## src/rtl/wbuf_pkg.sv

```systemverilog
`timescale 1ns/1ps
package wbuf_pkg;
  typedef enum logic [0:0] {
    OP_WRITE = 1'b0,
    OP_READ  = 1'b1
  } mem_op_e;
endpackage

```

## src/rtl/wbuf_fifo.sv

```systemverilog
`timescale 1ns/1ps
// Store queue storage: addresses in flops for parallel compare,
// data in an array written like a small RAM.
module wbuf_fifo #(
  parameter int DEPTH = 4,
  parameter int AW    = 32,
  parameter int DW    = 32
) (
  input  logic                     clk,
  input  logic                     rst,
  input  logic                     st_valid,
  input  logic [AW-1:0]            st_addr,
  input  logic [DW-1:0]            st_data,
  input  logic                     pop,
  output logic                     full,
  output logic                     empty,
  output logic [AW-1:0]            head_addr,
  output logic [DW-1:0]            head_data,
  output logic [DEPTH-1:0][AW-1:0] ent_addr,
  output logic [DEPTH-1:0]         ent_valid
);
  localparam int PW = $clog2(DEPTH);
  localparam int CW = $clog2(DEPTH + 1);
  localparam logic [PW-1:0] LAST = PW'(DEPTH - 1);

  logic [PW-1:0]            wr_ptr_q, rd_ptr_q;
  logic [CW-1:0]            count_q, count_next;
  logic                     full_q, empty_q;
  logic                     wr_en;
  logic [DEPTH-1:0][AW-1:0] addr_q;
  logic [DW-1:0]            data_mem [DEPTH];

  assign wr_en      = st_valid && !full_q;
  assign count_next = count_q + CW'(wr_en) - CW'(pop);

  always_ff @(posedge clk) begin
    if (rst) begin
      wr_ptr_q <= '0;
      rd_ptr_q <= '0;
      count_q  <= '0;
      full_q   <= 1'b0;
      empty_q  <= 1'b1;
    end else begin
      if (wr_en) wr_ptr_q <= (wr_ptr_q == LAST) ? '0 : wr_ptr_q + 1'b1;
      if (pop)   rd_ptr_q <= (rd_ptr_q == LAST) ? '0 : rd_ptr_q + 1'b1;
      count_q <= count_next;
      full_q  <= (count_next == CW'(DEPTH));
      empty_q <= (count_next == '0);
    end
  end

  always_ff @(posedge clk) begin
    if (rst) addr_q <= '0;
    else if (wr_en) addr_q[wr_ptr_q] <= st_addr;
  end

  always_ff @(posedge clk) begin
    if (wr_en) data_mem[wr_ptr_q] <= st_data;
  end

  assign head_addr = addr_q[rd_ptr_q];
  assign head_data = data_mem[rd_ptr_q];
  assign ent_addr  = addr_q;
  assign full      = full_q;
  assign empty     = empty_q;

  // A slot is occupied when its distance from the read pointer is below the count.
  generate
    for (genvar i = 0; i < DEPTH; i++) begin : g_occ
      logic [PW:0] rel;
      always_comb begin
        rel = (PW+1)'(i) + (PW+1)'(DEPTH) - {1'b0, rd_ptr_q};
        if (rel >= (PW+1)'(DEPTH)) rel = rel - (PW+1)'(DEPTH);
        ent_valid[i] = (CW'(rel) < count_q);
      end
    end
  endgenerate

  a_r9_count_bound: assert property (@(posedge clk) disable iff (rst)
    count_q <= CW'(DEPTH));
  a_r3_full_blocks: assert property (@(posedge clk) disable iff (rst)
    full_q && !pop |=> full_q && $stable(count_q));
  a_r4_pop_nonempty: assert property (@(posedge clk) disable iff (rst)
    pop |-> !empty_q);
endmodule

```

## src/rtl/wbuf_match.sv

```systemverilog
`timescale 1ns/1ps
// Parallel word-address compare of the read miss against occupied slots.
module wbuf_match #(
  parameter int DEPTH = 4,
  parameter int AW    = 32,
  parameter int OFFW  = 2
) (
  input  logic [AW-1:0]            rd_addr,
  input  logic [DEPTH-1:0][AW-1:0] ent_addr,
  input  logic [DEPTH-1:0]         ent_valid,
  output logic                     conflict
);
  localparam logic [AW-1:0] WORD_MASK = ~((AW'(1) << OFFW) - AW'(1));

  logic [DEPTH-1:0] hit;

  generate
    for (genvar i = 0; i < DEPTH; i++) begin : g_cmp
      assign hit[i] = ent_valid[i] && (((ent_addr[i] ^ rd_addr) & WORD_MASK) == '0);
    end
  endgenerate

  assign conflict = |hit;
endmodule

```

## src/rtl/wbuf_port.sv

```systemverilog
`timescale 1ns/1ps
// Memory-side engine: one outstanding transaction, read has priority when clean.
module wbuf_port
  import wbuf_pkg::*;
#(
  parameter int AW = 32,
  parameter int DW = 32
) (
  input  logic          clk,
  input  logic          rst,
  input  logic          rd_req,
  input  logic [AW-1:0] rd_addr,
  input  logic          conflict,
  input  logic          empty,
  input  logic [AW-1:0] head_addr,
  input  logic [DW-1:0] head_data,
  input  logic          mem_ack,
  output logic          mem_req,
  output logic          mem_we,
  output logic [AW-1:0] mem_addr,
  output logic [DW-1:0] mem_wdata,
  output logic          pop,
  output logic          rd_done
);
  logic          busy_q;
  mem_op_e       op_q;
  logic [AW-1:0] addr_q;
  logic [DW-1:0] data_q;
  logic          issue_rd, issue_wr, done;

  always_comb begin
    issue_rd = !busy_q && rd_req && !conflict;
    issue_wr = !busy_q && !issue_rd && !empty;
    done     = busy_q && mem_ack;
  end

  assign pop     = done && (op_q == OP_WRITE);
  assign rd_done = done && (op_q == OP_READ);

  always_ff @(posedge clk) begin
    if (rst) begin
      busy_q <= 1'b0;
      op_q   <= OP_WRITE;
      addr_q <= '0;
      data_q <= '0;
    end else if (done) begin
      busy_q <= 1'b0;
    end else if (issue_rd) begin
      busy_q <= 1'b1;
      op_q   <= OP_READ;
      addr_q <= rd_addr;
      data_q <= '0;
    end else if (issue_wr) begin
      busy_q <= 1'b1;
      op_q   <= OP_WRITE;
      addr_q <= head_addr;
      data_q <= head_data;
    end
  end

  assign mem_req   = busy_q;
  assign mem_we    = busy_q && (op_q == OP_WRITE);
  assign mem_addr  = addr_q;
  assign mem_wdata = data_q;

  a_r5_req_held: assert property (@(posedge clk) disable iff (rst)
    mem_req && !mem_ack |=> mem_req && $stable(mem_we) && $stable(mem_addr) && $stable(mem_wdata));
  a_r5_ack_ends: assert property (@(posedge clk) disable iff (rst)
    mem_req && mem_ack |=> !mem_req);
  a_r6_clean_read_issues: assert property (@(posedge clk) disable iff (rst)
    !mem_req && rd_req && !conflict |=> mem_req && !mem_we && (mem_addr == $past(rd_addr)));
  a_r7_conflict_holds_read: assert property (@(posedge clk) disable iff (rst)
    !mem_req && rd_req && conflict |=> !(mem_req && !mem_we));
  a_r8_done_is_read: assert property (@(posedge clk) disable iff (rst)
    rd_done |-> mem_req && !mem_we && mem_ack);
endmodule

```

## src/rtl/wr_queue_bypass.sv

```systemverilog
`timescale 1ns/1ps
module wr_queue_bypass #(
  parameter int DEPTH = 4,
  parameter int AW    = 32,
  parameter int DW    = 32,
  parameter int OFFW  = 2
) (
  input  logic          clk,
  input  logic          rst,
  input  logic          st_valid,
  input  logic [AW-1:0] st_addr,
  input  logic [DW-1:0] st_data,
  input  logic          rd_req,
  input  logic [AW-1:0] rd_addr,
  output logic          rd_blocked,
  output logic          rd_done,
  output logic          mem_req,
  output logic          mem_we,
  output logic [AW-1:0] mem_addr,
  output logic [DW-1:0] mem_wdata,
  input  logic          mem_ack,
  output logic          full,
  output logic          empty
);
  logic                     pop, conflict;
  logic [AW-1:0]            head_addr;
  logic [DW-1:0]            head_data;
  logic [DEPTH-1:0][AW-1:0] ent_addr;
  logic [DEPTH-1:0]         ent_valid;

  wbuf_fifo #(.DEPTH(DEPTH), .AW(AW), .DW(DW)) u_fifo (
    .clk       (clk),
    .rst       (rst),
    .st_valid  (st_valid),
    .st_addr   (st_addr),
    .st_data   (st_data),
    .pop       (pop),
    .full      (full),
    .empty     (empty),
    .head_addr (head_addr),
    .head_data (head_data),
    .ent_addr  (ent_addr),
    .ent_valid (ent_valid)
  );

  wbuf_match #(.DEPTH(DEPTH), .AW(AW), .OFFW(OFFW)) u_match (
    .rd_addr   (rd_addr),
    .ent_addr  (ent_addr),
    .ent_valid (ent_valid),
    .conflict  (conflict)
  );

  wbuf_port #(.AW(AW), .DW(DW)) u_port (
    .clk       (clk),
    .rst       (rst),
    .rd_req    (rd_req),
    .rd_addr   (rd_addr),
    .conflict  (conflict),
    .empty     (empty),
    .head_addr (head_addr),
    .head_data (head_data),
    .mem_ack   (mem_ack),
    .mem_req   (mem_req),
    .mem_we    (mem_we),
    .mem_addr  (mem_addr),
    .mem_wdata (mem_wdata),
    .pop       (pop),
    .rd_done   (rd_done)
  );

  assign rd_blocked = rd_req && conflict;

  a_r1_flags_exclusive: assert property (@(posedge clk) disable iff (rst)
    !(full && empty));
  a_r7_blocked_no_read: assert property (@(posedge clk) disable iff (rst)
    rd_blocked |-> !(mem_req && !mem_we));
endmodule

```

## config.mk

```make
export PLATFORM = sky130hd
export DESIGN_NAME = wr_queue_bypass
export DESIGN_NICKNAME = d
export VERILOG_FILES = /design/src/rtl/wbuf_pkg.sv /design/src/rtl/wbuf_fifo.sv /design/src/rtl/wbuf_match.sv /design/src/rtl/wbuf_port.sv /design/src/rtl/wr_queue_bypass.sv
export SDC_FILE = /design/constraint.sdc
export NUM_CORES = 1
export LEC_CHECK = 0
export BUFFER_PORTS_ARGS = -buffer_cell sky130_fd_sc_hd__buf_2
export CAP_MARGIN = 30
export CORE_MARGIN = 1.5
export CORE_UTILIZATION = 53
export DETAILED_ROUTE_END_ITERATION = 6
export PLACE_DENSITY = 0.78
export SYNTH_ARGS = -nofsm -noshare
export SYNTH_HDL_FRONTEND = slang
export SYNTH_SLANG_ARGS = --single-unit
```

## constraint.sdc

```tcl
create_clock -name clk -period 3.07 [get_ports clk]
set_input_delay 0.1535 -clock clk [delete_from_list [all_inputs] [get_ports clk]]
set_output_delay 0.1535 -clock clk [all_outputs]
set_load 0.05 [all_outputs]
```

* After elaboration in Yosys (flattened, before gate mapping)
Memory sizes are Yosys's and may differ from the RTL's. A register that Yosys moved wholly into a read port is not among the register bits.
Index checks and enable logic that the tools add are counted.
** Storage, ports and cells
- Bits in registers :: 203
- Bits in latches :: 0
- RAM bits :: 128
- Bits in read-only memories :: 0
- Input port bits :: 101
- Output and inout port bits :: 70
- Word-level logic and storage cells :: 98
- Memories :: 1
** Memory list
- u_fifo.data_mem :: depth 4, bits a word 32, read ports 1, clocked after Yosys merged registers in 1, wr ports 1, line wbuf_fifo.sv:31 : logic [DW-1:0] data_mem [DEPTH];
** Operators by class
- Add/subtract/negate cells :: 12
- Multipliers :: 0
- Divide/modulo/power cells :: 0
- Order comparisons :: 11
- Equal/unequal tests :: 3
- Shift operators :: 0
- Muxes and demuxes :: 23
- Bitwise gates (word level) :: 6
- Reduce and logical (&&, ||, !) cells :: 29
** Operators with widths (number)
- 2-to-1 mux 32 bit :: 6
- bitwise mux 128 bit :: 1
- logical NOT 32 bit :: 4
- bitwise XOR 32 bit :: 4
- binary-select mux 32 bit (select 2 bit) :: 1
- demux 32 bit (select 2 bit) :: 1
- logical AND 1 bit :: 15
- greater-or-equal comparator 3 bit (second input constant) :: 4
- less-than comparator 3 bit :: 4
- 2-to-1 mux 3 bit :: 4
- subtractor 3 x 2 -> 3 bit (first input constant) :: 4
- subtractor 3 bit (second input constant) :: 4
- 2-to-1 mux 2 bit :: 4
- less-than comparator 2 x 3 -> 1 bit (second input constant) :: 2
- 2-to-1 mux 1 bit :: 6
- logical NOT 1 bit :: 5
- adder 2 x 1 -> 2 bit (second input constant) :: 2
- == test 2 bit (second input constant) :: 2
- OR reduction 4 bit :: 1
- adder 3 x 1 -> 3 bit :: 1
- == test 3 bit (second input constant) :: 1
- logical NOT 3 bit :: 1
- subtractor 3 x 1 -> 3 bit :: 1
- greater-or-equal comparator 2 x 1 -> 1 bit (second input constant) :: 1
- other kinds (4) :: 5

* Logic depth before layout (Yosys ltp)
Gate-level depths: netlist (run 1).
- Depth after elaboration :: 13
- Mapped depth :: 13
- Depth with buffers taken out :: 11

* Modules after synthesis
Synthesis (run 1) repeated with hierarchy kept, for this count alone.
** Unflattened totals
- Cells, all modules :: 1347
- Area total of the unflattened synthesis :: 15088.2 sq um
** Modules (own cells, without submodules)
- wbuf_fifo :: instances 1, cells each 839, area each 10640.2 sq um
- wbuf_port :: instances 1, cells each 341, area each 3096.7 sq um
- wbuf_match :: instances 1, cells each 166, area each 1345.0 sq um
- wr_queue_bypass :: instances 1, cells each 1, area each 6.3 sq um

* Worst setup path after synthesis (run 1)
Ideal clock, no wire load.
- Kind :: register -> output
- Start :: register u_fifo.rd_ptr_q[0]
- End :: output port rd_blocked
- Arrival :: 3.233 ns
- Data required time :: 2.917 ns
- Path slack :: -0.316 ns
- Stages on the path, launching flop included :: 10
- Buffers on the path :: 2
- Cells stage by stage :: dfxtp_1 buf_2 buf_1 inv_1 ha_1 ha_1 a21o_1 a211oi_1 nand4_1 a41oi_1
** On the way
- Word-level cells in the longest chain between the ends :: 7
- Elaborated cells between the ends (all ways) :: 26
- Those cells by class :: 8 x add/sub; 8 x order compare; 4 x mux; 6 x reduce/logical
** RTL lines
- start: declaration :: line wbuf_fifo.sv:26 : logic [PW-1:0] wr_ptr_q, rd_ptr_q;
- start signal: assignment :: line wbuf_fifo.sv:45 : if (pop) rd_ptr_q <= (rd_ptr_q == LAST) ? '0 : rd_ptr_q + 1'b1;
- subtractor 3 x 2 -> 3 bit :: line wbuf_fifo.sv:72 : rel = (PW+1)'(i) + (PW+1)'(DEPTH) - {1'b0, rd_ptr_q};
- subtractor 3 bit or greater-or-equal comparator 3 bit (tied branches) :: line wbuf_fifo.sv:73 : if (rel >= (PW+1)'(DEPTH)) rel = rel - (PW+1)'(DEPTH);
- 2-to-1 mux 3 bit :: line wbuf_fifo.sv:73
- less-than comparator 3 bit :: line wbuf_fifo.sv:74 : ent_valid[i] = (CW'(rel) < count_q);
- logical AND 1 bit :: line wbuf_match.sv:19 : assign hit[i] = ent_valid[i] && (((ent_addr[i] ^ rd_addr) & WORD_MASK) == '0);
- OR reduction 4 bit * :: line wbuf_match.sv:23 : assign conflict = |hit;
- logical AND 1 bit * :: line wr_queue_bypass.sv:71 : assign rd_blocked = rd_req && conflict;
- end: declaration :: line wr_queue_bypass.sv:15 : output logic rd_blocked,
Mark *: on every way between the ends. The rest lies on a longest branch, timed or not.

* Worst setup path in the final report (run 1)
- Start :: register u_fifo.rd_ptr_q[1]
- End :: output port rd_blocked
Same word-level chain as after synthesis.

==> impl_metrics.ini, run 1 <==
[worst_setup_path]
path_class = reg2out
crit_top_cell = inv_1
cp_slowest_stage_delay_ns = 0.36
cp-start-kind = register
crit_start = u_fifo.rd_ptr_q[1]$_SDFFE_PP0P_
cp_top_family = compound AO/OA/AOI/OAI gates
worst-path-buf-inv = 3
r2r_setup_slack_ns = 0.35
cp_num_cells = 9
crit_chain = inv_1, ha_4, inv_1, ha_1, a21o_1, a211oi_1, nand4_1, a41oi_2, buf_6
arrival_ns = 2.77
cp_slowest_cell = dfxtp_2
reg2regPathDepth = 10
r2r_start = u_fifo.rd_ptr_q[1]$_SDFFE_PP0P_
required_ns = 2.92
worstReg2RegEnd = u_port.mem_addr[30]$_SDFFE_PP0P_
crit_path_end_kind = output port
cp_max_fo = 4
endpoint = rd_blocked

[logic_synthesis]
synth_top_area_share = 0.2737
synth_area_leaders = dfxtp_1 27%, edfxtp_1 26%, mux4_2 9.6%, nand2_1 7.5%, a21oi_1 5.6%
synth-seq-area-share = 0.5301
ys_ff_latch = 333
yosys.area_share.adder = 0.01636
synthXorXnorAreaFrac = 0.07127
synth_cell_types = 37
syn_nets = 1493
synth_compound_area_frac = 0.07244
netlist_area_um2 = 14990
synth-simple-area-share = 0.1237
synth_flop_cell = dfxtp_1
synthMuxAreaShare = 0.1486
synth_area_per_cell_um2 = 10.92
ys_warn_count = 0
synth_top_family_by_area = multiplexers
synth-edff-count = 128
synthesis.instances = 1373
yosysTopAreaCell = dfxtp_1
async_reset_ff_frac = 0

[pwr]
power.density_nw_per_um2 = 724.7
ir_drop_v = 0.0006403
p_leak_nw = 6.579

[die]
die_area_um2 = 29300
core_area_um2 = 27780
start_util = 0.5396
num_rows = 61
die_w_um = 171.2
dieHeight_um = 171.2
ios = 171

[clock_network]
cts_buffers = 36
clockRootBuffer = clkbuf_16
clock_latency_ns = 0.53
clk_pin_slew_ns = 0.06
cts_max_level = 2
cts_tree = yes
max-clock-path-buffers = 3
clock_sinks = 333

[detailed_routing]
drtIter0Drc = 1073
wire_per_inst_um = 20.53
ant_nets = 0
wl_met1_um = 15510
drc = 0
wirelength_um = 40450
highest_layer = met5
route.met3.wl_um = 3467
first_pass_iters = 5
route.met2.wl_um = 19730
vias_per_cell = 5.736
num_vias = 11300

[global_route]
grt_overflow = 0
grt_usage = 0.2784
grt_pass1_vias = 11480
grt_max_degree = 83
grt_pass1_wl_um = 61910
antenna_found_initial = 2

[sta]
worst_slack_ns = 0.1490
setup_viol = 0
final-hold-violation-count = 0
worst_pin_slew_ns = 0.5611
rsz0062_at_grt = false
finalCriticalPeriod_ns = 2.921
fin_tns_setup_ns = 0
finalMaxSlewViolations = 0
whs_ns = 0.03498
finClkSkew_ns = 0.01954
period_share = 0.9515
max_freq_mhz = 342.4
slew_headroom = 0.6260

[finish]
instances_no_fill = 1970
post-route-util = 0.6498
final_nets = 1682
final_common_cell = nand2_1
final_cell_mix = 299 x nand2_1, 202 x dfxtp_1, 168 x a21oi_1, 168 x buf_2, 128 x edfxtp_1
drive_above_1_share = 0.2289
area_delta_synth_final_pct = 20.41

[place]
preCtsSetupSlack_ns = 0.2950
io_buffers = 170
hpwl_um = 26050
gp_congestion = 1.001
dpl.cell_count = 1835

[hold_path]
hold_path.class = in2reg

[flow_run]
maxCapViolations = 0

[status]
status = complete, no violations
[worst reg2reg max path: cells and delay by family, from the launching register on]
kind,cells,cell delay (ns)
adders and majority gates,2,0.60
DFF,1,0.36
AOI/OAI and AO/OA,2,0.38
muxes,1,0.36
and+or+nand+nor,2,0.48
buffers and inverters,3,0.45
[area by class of cell]
type / count / area (um2)
diodes: 2 / 5.005
clock buffers: 52 / 1031
clock inverters: 14 / 151.4
fillers: 2141 / 9729
inverters: 16 / 60.06
multi-input cells: 907 / 6509
flip-flops and latches: 333 / 7951
well taps: 378 / 473.0
repair buffers: 268 / 1872
[routing by layer]
layer | vias up | GRT usage
met2 | 548 | 0.4733
met1 | 5479 | 0.3433
met3 | 118 | 0.06006
met4 | 2 | 0.1194
met5 | - | 0
li1 | 5153 | -
[state kept, by name (all words and copies together), names as in the netlist, 2 cells and up, named ones only]
name              cells
u_fifo.ent_addr     128
u_fifo.count_q        3
u_port.mem_addr      32
u_port.mem_wdata     32
u_fifo.data_mem     128
u_fifo.wr_ptr_q       2
u_fifo.rd_ptr_q       2
[through the flow]
step	instance area, um2	power (W)
detailed placement	16180	0.008736
finish	18050	0.01308
global placement	16150	0.008647
CTS	18020	0.01308
floorplan	15000	0.007755
global route	18050	0.01355
[synthesized netlist by cell type, types with 2 or more instances]
cell type	count
a211oi_1	2
a21o_1	2
a21oi_1	168
and2_1	2
and3_1	2
buf_1	21
buf_2	9
buf_6	4
buf_8	2
clkbuf_1	81
dfxtp_1	205
edfxtp_1	128
ha_1	18
inv_1	16
mux2_2	4
mux2_4	28
mux2i_1	32
mux4_2	64
nand2_1	299
nand3_1	2
nand4_1	22
nor2_1	13
nor2b_1	36
nor3_1	32
nor4_1	14
o21ai_0	36
xnor2_1	78
xor2_1	44
[cells by family (layout without fill, tap and decap cells)]
logic type,after synthesis,count (layout)
flops,333,333
compound gates,212,212
simple gates,426,426
buf+inv,133,350
mux,128,128
fa+ha+maj,19,19
other cells,0,2
xor+xnor,122,122
[what timing repair did]
item | 4_1_cts | 5_1_grt
setup endpoints to repair | 0 | 1
gates resized for setup | 0 | 5
hold endpoints to repair | 258 | 0
hold buffers | 66 | 0
buffers inserted | 0 | 1
[power by group]
part / leakage (nW) / internal (W) / switching (W)
Clock: 0.583 / 0.00253 / 0.00178
Sequential: 2.84 / 0.00512 / 0.000320
Combinational: 3.15 / 0.00121 / 0.00212
[worst min path at each step]
stage	start	end	slack, ns	depth (start not counted)
floorplan	st_data[0]	u_fifo.data_mem[0][0]$_DFFE_PP_	0.25	0
global placement	st_data[24]	u_fifo.data_mem[2][24]$_DFFE_PP_	0.37	1
detailed placement	st_data[4]	u_fifo.data_mem[3][4]$_DFFE_PP_	0.37	1
CTS	rd_addr[1]	u_port.mem_addr[1]$_SDFFE_PP0P_	0.03	3
global route	rd_addr[1]	u_port.mem_addr[1]$_SDFFE_PP0P_	0.04	3
finish	rd_addr[1]	u_port.mem_addr[1]$_SDFFE_PP0P_	0.03	3
(Power assumes the default switching activity.)
==> run 2: changes to the inputs <==
--- a/config.mk
+++ b/config.mk
@@ -7,10 +7,12 @@
 export LEC_CHECK = 0
 export BUFFER_PORTS_ARGS = -buffer_cell sky130_fd_sc_hd__buf_2
 export CAP_MARGIN = 30
+export CORE_ASPECT_RATIO = 0.5
 export CORE_MARGIN = 1.5
-export CORE_UTILIZATION = 53
+export CORE_UTILIZATION = 50
 export DETAILED_ROUTE_END_ITERATION = 6
-export PLACE_DENSITY = 0.78
+export PLACE_DENSITY = 0.75
+export SLEW_MARGIN = 20
 export SYNTH_ARGS = -nofsm -noshare
 export SYNTH_HDL_FRONTEND = slang
 export SYNTH_SLANG_ARGS = --single-unit
==> impl_metrics.ini, run 2 (synthesized netlist as in run 1, its figures left out) <==
[sta]
period_share = 0.9508
setup_viol = 0
whs_ns = 0.03811
fin_tns_setup_ns = 0
finalCriticalPeriod_ns = 2.919
final-hold-violation-count = 0
max_freq_mhz = 342.6
worst_pin_slew_ns = 1.031
finalMaxSlewViolations = 0
slew_headroom = 0.3130
finClkSkew_ns = 0.009408
rsz0062_at_grt = false

[status]
violations = DRC
status = finished, violations left

[clock_network]
cts_max_level = 1
cts_setup_buffers = 0
clock_sinks = 333
clockRootBuffer = clkbuf_16
cts_tree = yes
clock_latency_ns = 0.58
clk_pin_slew_ns = 0.07
cts_buffers = 30
max-clock-path-buffers = 3

[finish]
instances_no_fill = 1974
num-fill-cells = 2275
drive_above_1_share = 0.2269
seqCellArea_um2 = 7953
final_nets = 1678
final_cell_mix = 299 x nand2_1, 201 x dfxtp_1, 168 x a21oi_1, 168 x buf_2, 128 x edfxtp_1
area_delta_synth_final_pct = 19.00
multi_input_area_um2 = 6529
final_common_cell = nand2_1

[worst_setup_path]
crit_start = u_fifo.rd_ptr_q[0]$_SDFFE_PP0P_
path_class = reg2out
required_ns = 2.92
r2r_start = u_fifo.rd_ptr_q[1]$_SDFFE_PP0P_
cp_max_fo = 4
crit_path_end_kind = output port
cp-start-kind = register
arrival_ns = 2.77
r2r_setup_slack_ns = 0.17
reg2regPathDepth = 9
worstReg2RegEnd = u_port.mem_wdata[11]$_SDFFE_PP0P_

[pwr]
p_sw_frac = 0.3308
power.density_nw_per_um2 = 696.4
combPwrFrac = 0.270
power_switching_w = 0.004110
p_clk_frac = 0.295
p_seq_frac = 0.435
p_leak_nw = 6.471
ir_drop_v = 0.0004709
intPower_w = 0.008315

[detailed_routing]
vias_per_cell = 5.709
wirelength_um = 41370
drc = 10
drtIter0Drc = 1109
wire_per_inst_um = 20.96
ant_nets = 0
num_vias = 11270
first_pass_iters = 7

[die]
num_rows = 44
die_area_um2 = 31090
start_util = 0.5128
die_w_um = 247.9
core_area_um2 = 29230
ios = 171
dieHeight_um = 125.4

[global_route]
grt_usage = 0.2653
grt_pass1_wl_um = 64070
grt_pass1_vias = 11410
antenna_found_initial = 0
grt_overflow = 0
grt_max_degree = 86

[place]
gp_congestion = 0.9034
io_buffers = 170
dpl.cell_count = 1850
hpwl_um = 27120

[hold_path]
hold_path.class = in2reg
min_from = rd_addr[24]
whs_endpoint = u_port.mem_addr[24]$_SDFFE_PP0P_
hold_path_depth = 3

[flow_run]
maxCapViolations = 0
-- run 2: cell count changes in the layout (fill, tap and decap cells not counted), moves of 2 or more --
cell / delta
buf_4: +3
clkbuf_8: -3
inv_6: -2
clkbuf_16: -6
clkinv_2: +4
-- run 2: worst max-delay path, stage by stage, from the launching register on --
cell and delay (ns):
dfxtp_2 0.35, inv_1 0.09, ha_4 0.29, inv_1 0.04
ha_1 0.28, a21o_1 0.17, a211oi_2 0.23, nand4_1 0.14
buf_4 0.19, a41oi_4 0.20, buf_6 0.20
-- run 2: power groups by stage --
stage / clock (W) / sequential [W] / combinational, W
5_1_grt: 0.00389 / 0.00545 / 0.00357
4_1_cts: 0.00370 / 0.00540 / 0.00333
3_3_place_gp: 0 / 0.00546 / 0.00317
6_report: 0.00366 / 0.00541 / 0.00336
3_5_place_dp: 0 / 0.00549 / 0.00324
2_1_floorplan: 0 / 0.00593 / 0.00183
-- run 2: metrics by stage --
step | utilization | setup slack (ns) | total power (W) | instance area, um2
after floorplan | - | 0.06964 | 0.007755 | 15000
final | 0.6103 | 0.1511 | 0.01242 | 17840
after global routing | 0.6102 | 0.01577 | 0.01291 | 17840
after detailed placement | 0.5533 | 0.1017 | 0.008736 | 16180
after CTS | 0.6094 | 0.003494 | 0.01243 | 17810
after global placement | 0.5533 | 0.1690 | 0.008632 | 16180
-- run 2: metal layers --
layer  up-vias  GRT usage  routed length (um)
li1       5153          -                   -
met1      5535     0.3578               17090
met2       492     0.4363               19970
met3        89    0.04551                3240
met4         0    0.08592                1072
met5         -          0                   0
-- run 2: worst max-delay path by stage --
stage | cells past startpoint | slack [ns] | to
final | 10 | 0.15 | rd_blocked
after global routing | 10 | 0.02 | rd_blocked
after CTS | 10 | 0.003 | rd_blocked
after detailed placement | 8 | 0.10 | u_port.mem_addr[6]$_SDFFE_PP0P_
after global placement | 8 | 0.17 | u_port.mem_addr[4]$_SDFFE_PP0P_
after floorplan | 12 | 0.07 | u_port.mem_addr[10]$_SDFFE_PP0P_
-- run 2: final cells by class --
type,count,share of cell area
Antenna cell,1,0.0001403
Multi-Input combinational cell,907,0.3659
Clock buffer,44,0.04727
Sequential cell,333,0.4458
Tap cell,391,0.02742
Clock inverter,12,0.006031
Inverter,16,0.003366
Timing Repair Buffer,270,0.1041
-- run 2: timing repair --
action | 4_1_cts | 5_1_grt
hold buffers | 67 | 0
hold endpoints to repair | 259 | 0
pin swaps | 0 | 3
resized for setup | 3 | 6
setup endpoints to repair | 1 | 45
==> run 3: changes to the inputs <==
--- a/config.mk
+++ b/config.mk
@@ -7,11 +7,13 @@
 export LEC_CHECK = 0
 export BUFFER_PORTS_ARGS = -buffer_cell sky130_fd_sc_hd__buf_2
 export CAP_MARGIN = 30
+export CELL_PAD_IN_SITES_DETAIL_PLACEMENT = 1
+export CELL_PAD_IN_SITES_GLOBAL_PLACEMENT = 1
 export CORE_ASPECT_RATIO = 0.5
 export CORE_MARGIN = 1.5
-export CORE_UTILIZATION = 50
+export CORE_UTILIZATION = 42
 export DETAILED_ROUTE_END_ITERATION = 6
-export PLACE_DENSITY = 0.75
+export PLACE_DENSITY = 0.78
 export SLEW_MARGIN = 20
 export SYNTH_ARGS = -nofsm -noshare
 export SYNTH_HDL_FRONTEND = slang
==> impl_metrics.ini, run 3 (synthesized netlist as in run 1, its figures left out) <==
[worst_setup_path]
path_class = reg2out
r2r_start = u_fifo.rd_ptr_q[0]$_SDFFE_PP0P_
arrival_ns = 2.79
cp_slowest_cell = or4_4
crit_path_end_kind = output port
required_ns = 2.92
cp_slowest_stage_delay_ns = 0.56
cp_max_fo = 4
cp-start-kind = register
crit_chain = inv_1, ha_1, a31oi_2, nand4_1, or4_4, a41oi_4, buf_6
worstReg2RegEnd = u_port.mem_addr[14]$_SDFFE_PP0P_
reg2regPathDepth = 9
cp_top_family = simple AND/OR/NAND/NOR gates
worst-path-buf-inv = 2
r2r_setup_slack_ns = 0.26

[flow_run]
maxCapViolations = 0

[pwr]
ir_drop_v = 0.0006758
p_leak_nw = 6.535
intPower_w = 0.008732
power_switching_w = 0.004350
combPwrFrac = 0.264
p_sw_frac = 0.3325
p_clk_frac = 0.323
power.density_nw_per_um2 = 722.1
p_seq_frac = 0.413

[place]
io_buffers = 170
dpl_cell_area_um2 = 16270
gp_congestion = 0.9323
hpwl_um = 30500

[clock_network]
clk_pin_slew_ns = 0.07
cts_max_level = 1
cts_tree = yes
cts_setup_buffers = 0
clockRootBuffer = clkbuf_16
clock_sinks = 333
clock_latency_ns = 0.59
max-clock-path-buffers = 3
cts_buffers = 31

[sta]
setup_viol = 0
finalCriticalPeriod_ns = 2.944
rsz0062_at_grt = false
worst_pin_slew_ns = 0.6804
max_freq_mhz = 339.7
slew_headroom = 0.5464
period_share = 0.9590
finalMaxSlewViolations = 0
final-hold-violation-count = 0
finClkSkew_ns = 0.009912
whs_ns = 0.01496

[finish]
drive_above_1_share = 0.2332
final_nets = 1679
final_area_um2 = 18120
final_cell_mix = 299 x nand2_1, 201 x dfxtp_1, 168 x a21oi_1, 168 x buf_2, 128 x edfxtp_1
final_common_cell = nand2_1
area_delta_synth_final_pct = 20.85
diodes = 0

[detailed_routing]
num_vias = 11290
wire_per_inst_um = 22.76
wirelength_um = 46820
drc = 0
vias_per_cell = 5.487
first_pass_iters = 5
drtIter0Drc = 743
ant_nets = 0

[global_route]
grt_overflow = 0
grt_pass1_vias = 12070
grt_usage = 0.2526
grt_max_degree = 84
antenna_found_initial = 0
grt_pass1_wl_um = 71360

[status]
status = complete, no violations

[hold_path]
whs_endpoint = u_fifo.ent_addr[41]$_SDFFE_PP0P_
hold_path.class = in2reg
hold_path_depth = 2
min_from = rst

[die]
start_util = 0.4304
ios = 171
core_area_um2 = 34830
die_area_um2 = 36910
num_rows = 48
dieHeight_um = 136.6
die_w_um = 270.2
[run 3: worst reg2reg max path, cell delays in order, from the launching register on]
cell and delay [ns]:
dfxtp_4 0.37, inv_1 0.14, ha_4 0.23, ha_1 0.29, a21o_1 0.16, a211oi_1 0.26
nand4_1 0.25, and4_4 0.40, buf_12 0.25, mux2_4 0.36
[run 3: power groups by stage]
stage,logic [W],clock network (W),registers [W]
2_1_floorplan,0.00183,0,0.00593
3_3_place_gp,0.00324,0,0.00545
3_5_place_dp,0.00335,0,0.00550
4_1_cts,0.00345,0.00429,0.00540
5_1_grt,0.00369,0.00444,0.00546
6_report,0.00345,0.00422,0.00541
[run 3: how the worst max path moves through the flow]
stage,start,end,cells after the start
after floorplan,u_fifo.rd_ptr_q[1]$_SDFFE_PP0P_,u_port.mem_addr[10]$_SDFFE_PP0P_,12
after global placement,u_fifo.rd_ptr_q[1]$_SDFFE_PP0P_,u_port.mem_addr[7]$_SDFFE_PP0P_,8
after detailed placement,u_fifo.rd_ptr_q[1]$_SDFFE_PP0P_,u_port.mem_addr[7]$_SDFFE_PP0P_,8
after CTS,u_fifo.rd_ptr_q[1]$_SDFFE_PP0P_,rd_blocked,10
after global routing,u_fifo.count_q[1]$_SDFF_PP0_,rd_blocked,7
final,u_fifo.count_q[1]$_SDFF_PP0_,rd_blocked,7
[run 3: layout make-up]
type,count,area [um2]
repair buffers,270,1872
clock inverters,18,242.7
clock buffers,38,852.1
well taps,475,594.3
multi-input cells,907,6541
inverters,16,60.06
flip-flops and latches,333,7955
fillers,3753,16720
[run 3: what timing repair did]
action / in CTS / in global routing
pin swaps: 0 / 1
resized for setup: 3 / 9
endpoints found under the setup margin: 1 / 1
gates cloned: 0 / 0
hold buffers: 68 / 0
endpoints found under the hold margin: 260 / 0
[run 3: layer usage]
layer / up-vias / wire (um) / global-route usage
met5: - / 0 / 0
met4: 0 / 1066 / 0.07263
met3: 74 / 2451 / 0.03491
met2: 321 / 23290 / 0.4434
met1: 5742 / 20020 / 0.3292
li1: 5149 / - / -
[run 3: stage by stage]
| stage | util | power [W] | worst slack [ns] | cells | TNS (ns) |
|---|---|---|---|---|---|
| floorplan | - | 0.007755 | 0.06964 | 1373 | 0 |
| global placement | 0.4670 | 0.008696 | 0.1611 | 1932 | 0 |
| detailed placement | 0.4670 | 0.008850 | 0.07279 | 1932 | 0 |
| CTS | 0.5183 | 0.01314 | -0.01072 | 2056 | -0.01072 |
| global route | 0.5201 | 0.01359 | 0.003961 | 2057 | 0 |
| finish | 0.5201 | 0.01308 | 0.1258 | 2057 | 0 |
